`config.mk`:
```
export PLATFORM = sky130hd
export DESIGN_NAME = pbu_top
export DESIGN_NICKNAME = d
export VERILOG_FILES = /design/src/rtl/pbu_pkg.sv /design/src/rtl/pbu_decode.sv /design/src/rtl/pbu_alu.sv /design/src/rtl/pbu_seq.sv /design/src/rtl/pbu_top.sv
export SDC_FILE = /design/constraint.sdc
export NUM_CORES = 1
export LEC_CHECK = 0
export BUFFER_PORTS_ARGS = -buffer_cell sky130_fd_sc_hd__buf_2
export CAP_MARGIN = 30
export CELL_PAD_IN_SITES_DETAIL_PLACEMENT = 1
export CELL_PAD_IN_SITES_GLOBAL_PLACEMENT = 1
export CORE_ASPECT_RATIO = 1.5
export CORE_MARGIN = 3
export CORE_UTILIZATION = 37
export CTS_CLUSTER_DIAMETER = 60
export CTS_CLUSTER_SIZE = 10
export DETAILED_ROUTE_END_ITERATION = 8
export PLACE_DENSITY_LB_ADDON = 0.1
export SETUP_SLACK_MARGIN = 0.5
export SLEW_MARGIN = 10
export SYNTH_ARGS = -nofsm -noshare
export SYNTH_HDL_FRONTEND = slang
export SYNTH_HIERARCHICAL = 1
export SYNTH_SLANG_ARGS = --single-unit
```
`constraint.sdc`:
```
create_clock -name clk -period 4.9 [get_ports clk]
set_input_delay 0.98 -clock clk [delete_from_list [all_inputs] [get_ports clk]]
set_output_delay 0.98 -clock clk [all_outputs]
set_load 0.02 [all_outputs]
```
`src/rtl/pbu_pkg.sv`:
```
package pbu_pkg;

  typedef enum logic [3:0] {
    K_RLC, K_RRC, K_RL, K_RR, K_SLA, K_SRA, K_SWAP, K_SRL,
    K_TEST, K_CLR, K_SET
  } pbu_kind_t;

  typedef struct packed {
    logic z;
    logic n;
    logic h;
    logic c;
  } pbu_flags_t;

  typedef enum logic [1:0] {
    ST_IDLE, ST_RD, ST_WR, ST_DONE
  } pbu_state_t;

  localparam logic [2:0] MEM_SLOT = 3'd6;

endpackage

```
`src/rtl/pbu_decode.sv`:
```
module pbu_decode
  import pbu_pkg::*;
(
  input  logic [7:0] op,
  output pbu_kind_t  kind,
  output logic [2:0] bit_idx,
  output logic       is_mem,
  output logic       is_test
);
  always_comb begin
    unique case (op[7:6])
      2'b00: kind = pbu_kind_t'({1'b0, op[5:3]});
      2'b01: kind = K_TEST;
      2'b10: kind = K_CLR;
      default: kind = K_SET;
    endcase
  end

  assign bit_idx = op[5:3];
  assign is_mem  = (op[2:0] == MEM_SLOT);
  assign is_test = (op[7:6] == 2'b01);
endmodule

```
`src/rtl/pbu_alu.sv`:
```
module pbu_alu
  import pbu_pkg::*;
(
  input  pbu_kind_t  kind,
  input  logic [2:0] bit_idx,
  input  logic [7:0] val,
  input  pbu_flags_t fin,
  output logic [7:0] res,
  output pbu_flags_t fout
);
  logic [7:0] mask;
  logic [7:0] sh;
  logic       sh_c;

  always_comb begin
    mask = '0;
    mask[bit_idx] = 1'b1;
  end

  always_comb begin
    sh   = val;
    sh_c = 1'b0;
    unique case (kind)
      K_RLC:  begin sh = {val[6:0], val[7]}; sh_c = val[7]; end
      K_RRC:  begin sh = {val[0], val[7:1]}; sh_c = val[0]; end
      K_RL:   begin sh = {val[6:0], fin.c};  sh_c = val[7]; end
      K_RR:   begin sh = {fin.c, val[7:1]};  sh_c = val[0]; end
      K_SLA:  begin sh = {val[6:0], 1'b0};   sh_c = val[7]; end
      K_SRA:  begin sh = {val[7], val[7:1]}; sh_c = val[0]; end
      K_SWAP: begin sh = {val[3:0], val[7:4]}; sh_c = 1'b0; end
      K_SRL:  begin sh = {1'b0, val[7:1]};   sh_c = val[0]; end
      default: begin sh = val; sh_c = 1'b0; end
    endcase
  end

  always_comb begin
    res  = val;
    fout = fin;
    unique case (kind)
      K_TEST: begin
        res    = val;
        fout.z = ((val & mask) == 8'h00);
        fout.n = 1'b0;
        fout.h = 1'b1;
        fout.c = fin.c;
      end
      K_CLR: res = val & ~mask;
      K_SET: res = val | mask;
      default: begin
        res    = sh;
        fout.z = (sh == 8'h00);
        fout.n = 1'b0;
        fout.h = 1'b0;
        fout.c = sh_c;
      end
    endcase
  end
endmodule

```
`src/rtl/pbu_seq.sv`:
```
module pbu_seq
  import pbu_pkg::*;
(
  input  logic clk,
  input  logic rst_n,
  input  logic in_valid,
  input  logic is_mem,
  input  logic is_test,
  input  logic mem_rd_valid,
  input  logic out_ready,
  output logic idle,
  output logic st_rd,
  output logic st_wr,
  output logic st_done
);
  pbu_state_t st, st_nx;

  always_comb begin
    st_nx = st;
    unique case (st)
      ST_IDLE: if (in_valid) st_nx = is_mem ? ST_RD : ST_DONE;
      ST_RD:   if (mem_rd_valid) st_nx = is_test ? ST_DONE : ST_WR;
      ST_WR:   st_nx = ST_DONE;
      default: if (out_ready) st_nx = ST_IDLE;
    endcase
  end

  always_ff @(posedge clk) begin
    if (!rst_n) st <= ST_IDLE;
    else        st <= st_nx;
  end

  assign idle    = (st == ST_IDLE);
  assign st_rd   = (st == ST_RD);
  assign st_wr   = (st == ST_WR);
  assign st_done = (st == ST_DONE);
endmodule

```
`src/rtl/pbu_top.sv`:
```
module pbu_top
  import pbu_pkg::*;
#(
  parameter int ADDR_W       = 16,
  parameter int CYC_W        = 3,
  parameter int REG_CYC      = 2,
  parameter int MEM_CYC      = 4,
  parameter int MEM_TEST_CYC = 3
) (
  input  logic              clk,
  input  logic              rst_n,
  input  logic              in_valid,
  output logic              in_ready,
  input  logic [7:0]        in_op,
  input  logic [3:0]        in_flags,
  input  logic [ADDR_W-1:0] in_hl,
  output logic [2:0]        rf_rd_idx,
  input  logic [7:0]        rf_rd_data,
  output logic              mem_rd_req,
  output logic [ADDR_W-1:0] mem_addr,
  input  logic              mem_rd_valid,
  input  logic [7:0]        mem_rd_data,
  output logic              mem_wr_en,
  output logic [7:0]        mem_wr_data,
  output logic              out_valid,
  input  logic              out_ready,
  output logic [7:0]        out_result,
  output logic [3:0]        out_flags,
  output logic              out_wr_reg,
  output logic [2:0]        out_reg_idx,
  output logic [CYC_W-1:0]  out_cycles
);
  localparam logic [CYC_W-1:0] C_REG  = CYC_W'(REG_CYC);
  localparam logic [CYC_W-1:0] C_MEM  = CYC_W'(MEM_CYC);
  localparam logic [CYC_W-1:0] C_MTST = CYC_W'(MEM_TEST_CYC);

  logic [7:0]        op_q;
  pbu_flags_t        flg_q;
  logic [ADDR_W-1:0] hl_q;
  logic [7:0]        res_q;
  pbu_flags_t        fout_q;
  logic [CYC_W-1:0]  cyc_q;

  logic              idle, st_rd, st_wr, st_done;
  logic [7:0]        op_sel;
  pbu_flags_t        flg_sel;
  logic [7:0]        operand;
  pbu_kind_t         kind;
  logic [2:0]        bit_idx;
  logic              is_mem, is_test;
  logic [7:0]        alu_res;
  pbu_flags_t        alu_flg;
  logic              accept, mem_load;

  // One decoder and one ALU are shared: the new request while idle,
  // the held request while the memory read is outstanding.
  assign op_sel  = idle ? in_op : op_q;
  assign flg_sel = idle ? pbu_flags_t'(in_flags) : flg_q;
  assign operand = idle ? rf_rd_data : mem_rd_data;

  pbu_decode u_dec (
    .op(op_sel), .kind(kind), .bit_idx(bit_idx),
    .is_mem(is_mem), .is_test(is_test)
  );

  pbu_alu u_alu (
    .kind(kind), .bit_idx(bit_idx), .val(operand), .fin(flg_sel),
    .res(alu_res), .fout(alu_flg)
  );

  pbu_seq u_seq (
    .clk(clk), .rst_n(rst_n), .in_valid(in_valid),
    .is_mem(is_mem), .is_test(is_test),
    .mem_rd_valid(mem_rd_valid), .out_ready(out_ready),
    .idle(idle), .st_rd(st_rd), .st_wr(st_wr), .st_done(st_done)
  );

  assign accept   = in_valid & idle;
  assign mem_load = st_rd & mem_rd_valid;

  always_ff @(posedge clk) begin
    if (!rst_n) begin
      op_q   <= '0;
      flg_q  <= '0;
      hl_q   <= '0;
      res_q  <= '0;
      fout_q <= '0;
      cyc_q  <= '0;
    end else begin
      if (accept) begin
        op_q  <= in_op;
        flg_q <= pbu_flags_t'(in_flags);
        hl_q  <= in_hl;
        cyc_q <= is_mem ? (is_test ? C_MTST : C_MEM) : C_REG;
      end
      if ((accept && !is_mem) || mem_load) begin
        res_q  <= alu_res;
        fout_q <= alu_flg;
      end
    end
  end

  assign in_ready    = idle;
  assign rf_rd_idx   = in_op[2:0];
  assign mem_rd_req  = st_rd;
  assign mem_addr    = hl_q;
  assign mem_wr_en   = st_wr;
  assign mem_wr_data = res_q;
  assign out_valid   = st_done;
  assign out_result  = res_q;
  assign out_flags   = fout_q;
  assign out_wr_reg  = st_done & ~is_mem & ~is_test;
  assign out_reg_idx = op_q[2:0];
  assign out_cycles  = cyc_q;
endmodule

```
==> impl_results.md <==
* Status: finished clean
* Post-route core utilization at 0.458
* Syn_nets at 455
* RSZ-0062 raised after global routing: no
* Startpoint types: flip-flop
* Worst rel slew slack at 0.398
* Number of flops mapped to enable cells by yosys at 0
* Slowest CP cell: or4b_1
* Yosys Warn Count at 6
* Min-delay src: out_cycles[0]$_SDFFE_PN0P_
* Largest family of logic cells by synthesized area: simple AND/OR/NAND/NOR gates
* Post-synthesis mux area share at 0.143
* H-tree levels at 2
* Hold slack at 0.449 ns
* Setup tns final at 0 ns
* VDD IR max at roughly 230 uV
* Leak at approximately 1.8 nW
* Adder-cell share of the synthesized area at 0.0271
* Final Hold Viols at 0
* Worst setup path startpoint: u_seq/st[0]$_SDFFE_PN0P_
* First-pass GRT wire length at roughly 15000 microns
* Detailed router's first-iteration violation count at roughly 90
* Initial Util at 0.385
* Detailed-route DRC error count at 0
* Crit-path max FO at 25
* Crit end category: flip-flop
* Post-synthesis compound-gate area fraction at 0.219
* Fin crit period at about 4.1 ns
* Routed Antenna Nets at 0
* Setup Fix Bufs, Post-CTS at 0
* Skew-Pair Late Insertion Delay at 0.29 ns
* CP cell instances: inv_1 -> ha_1 -> mux2_2 -> or2_4 -> nor2_1 -> nand2_2 -> a211oi_1 -> a31oi_1 -> or4b_1 -> o22ai_1 -> nand2_1 -> mux2i_1
* PostCTS Resize Cnt at 0
* IO Count at 99
* Global Route Usage Sum at 0.199
* # rows at 40
* Vias at 3052
* Initial antenna violation count at 0
* Clock power frac at 0.163
* Pins Over Slew Limit at 0
* Final worst-path cycle share at 0.829
* Pre-CTS setup slack at 0.850 ns
* DIE HEIGHT at 119 microns
* Total internal power at 1.26 mW
* RD Place Congestion at about 0.87
* Vias in the first global route at 3048
* Post-synthesis sequential area ratio at 0.287
* Post-synth top area share at 0.287
* Worst Clk Skew at between 0.007 and 0.008 ns
* Dpl cell area at 0.00355 sq mm
* Top post-synthesis cells by area: dfxtp_1 29%, nand2_1 12%, mux2_2 7.2%
* Worst slew pin tran at 0.902 ns
* Total congestion overflow at 0
* Finished Layout Cells at 571
* Combinational power share at 0.625
* Worst path arrival time at roughly 4.3 ns
* Cts hold-fix bufs at 0
* Slowest stage delay, CP at 0.54 ns
* Total CTS buffers at 5
* WL final at 9590 microns
* Simple-Gate Fraction of Synth Area at 0.225
* Area Overhead vs Synth at 19.0%
* Synth Flop Type: dfxtp_1
* Async SR Flop Fraction at 0
* MaxCap Viol Count at 0
* WP data required at 5.12 ns
* Switching Power at 1.12 mW
* XOR/XNOR Fraction of Synth Area at 0.00279
* Mean Syn Cell Area at between 7 and 8 sq um
* Post-Syn Instances at 400
* Post-Place Cells at ~560
* Hpwl dp at 7070 microns
* Clock Sink Count at 45
* Largest area contributor in the netlist: dfxtp_1
* Via density per instance at 5.35
* Highest Clock Rate at 246 MHz
* Share of layout cells above drive strength 1 at 0.309
* Clk Tree Root Cell: clkbuf_16
* Pin count of the biggest net entering global routing at 59
* Die area at 0.00965 sq mm
* WL per Instance at 16.8 microns
* Final net count at between 500 and 600
* Final setup fails at 0
* Total power at 2.38 mW
* Final WS setup at 0.840 ns
* Antenna diodes at 0
* Type of the worst min-delay path: reg2reg
* TritonCTS clock tree: yes
* Die W at 81.2 microns
* Drt first pass iters at 4
* Critical R2R Launch: u_seq/st[0]$_SDFFE_PN0P_
* Worst-path clk slew at 0.07 ns
* I/O Buffers at 98
* Clock tree buffer depth at 2
* Setup CP Type: reg2reg
* Core area at a little over 0.008 sq mm
* Crit-path leading delay family: simple AND/OR/NAND/NOR gates
* Mapped Area at 0.00314 sq mm
* Pwr Density at 636 mW/mm^2
* Final instance area at roughly 0.0037 sq mm
* Synthesis-stage register bit count at 45
* Switching Fraction at 0.470
* Sequential Power Share at 0.212
* CP Buf/Inv Count at 1
* Yosys cell types at 60
[synth_stat cells (3+ instances only)]
cell type  number
mux2_2         20
nor3_1          5
buf_2           7
nor2_1         15
buf_4          19
mux2i_1        21
a21oi_1        13
clkbuf_1       17
nand2_1       101
o21ai_0        11
inv_1           9
nor2b_1         9
o22ai_1         3
and3b_1         3
dfxtp_1        45
ha_1            6
a21boi_1       29
nand2b_1        6
a22o_1          3
buf_1           4
[registers in the layout, indices dropped and copies added, names as in the netlist]
register / cells
u_seq/st: 2
out_flags: 4
mem_addr: 16
mem_wr_data: 8
op_q: 8
out_cycles: 3
flg_q: 4
[cell families (layout without fill, tap and decap cells)]
group	Yosys count	count (layout)
AO/OA/AOI/OAI	92	92
AND/OR/NAND/NOR	156	156
flip-flops	45	45
XOR/XNOR	1	1
multiplexers	42	42
adder cells (fa/ha/maj)	7	7
buffers and inverters	57	123
[power by group through the flow]
stage	logic, mW	clock network [mW]	registers [mW]
CTS	1.50	0.397	0.505
global route	1.63	0.414	0.518
detailed placement	1.49	0	0.513
floorplan	1.07	0	0.587
finish	1.49	0.387	0.504
global placement	1.47	0	0.508
[worst reg2reg max path, cell delays in order (launching register included)]
cell and delay [ns]:
dfxtp_1 0.35, inv_1 0.12, ha_1 0.49, mux2_2 0.43, or2_4 0.36, nor2_1 0.51
nand2_2 0.28, a211oi_1 0.42, a31oi_1 0.15, or4b_1 0.54, o22ai_1 0.17, nand2_1 0.06
mux2i_1 0.11
[layer usage]
layer / track usage / share of wire / up-vias
li1: - / - / 1487
met5: 0 / 0 / -
met1: 0.211 / 0.39 / 1471
met4: 0.0994 / 0.041 / 0
met2: 0.366 / 0.53 / 74
met3: 0.0287 / 0.038 / 20
[cells in the final DEF (no fill, tap or decap), drive strengths merged, types with 5 or more instances in the layout]
cell type	Yosys	final
a21boi	31	31
buf	31	106
mux2i	21	21
nor2b	9	9
a21oi	13	13
dfxtp	45	45
mux2	21	21
nand2	102	102
nor2	15	15
clkbuf	17	6
ha	6	6
nor3	5	5
inv	9	9
o21ai	12	12
nand2b	7	7
[worst paths after layout]
check	endpoint	slack (ns)	cells past startpoint
hold / removal	out_cycles[0]$_SDFFE_PN0P_	0.45	2
setup reg to reg	out_flags[3]$_SDFFE_PN0P_	0.84	12
setup / recovery	out_flags[3]$_SDFFE_PN0P_	0.84	12
hold reg to reg	out_cycles[0]$_SDFFE_PN0P_	0.45	2
[final cells by class]
| type | instances | area (sq um) |
|---|---|---|
| Fill cell | 1037 | 4420 |
| Multi-Input combinational cell | 298 | 1940 |
| Sequential cell | 45 | 901 |
| Timing Repair Buffer | 106 | 563 |
| Tap cell | 105 | 131 |
| Clock buffer | 6 | 129 |
| Clock inverter | 2 | 38.8 |
| Inverter | 9 | 33.8 |
(Power assumes the default switching activity.)
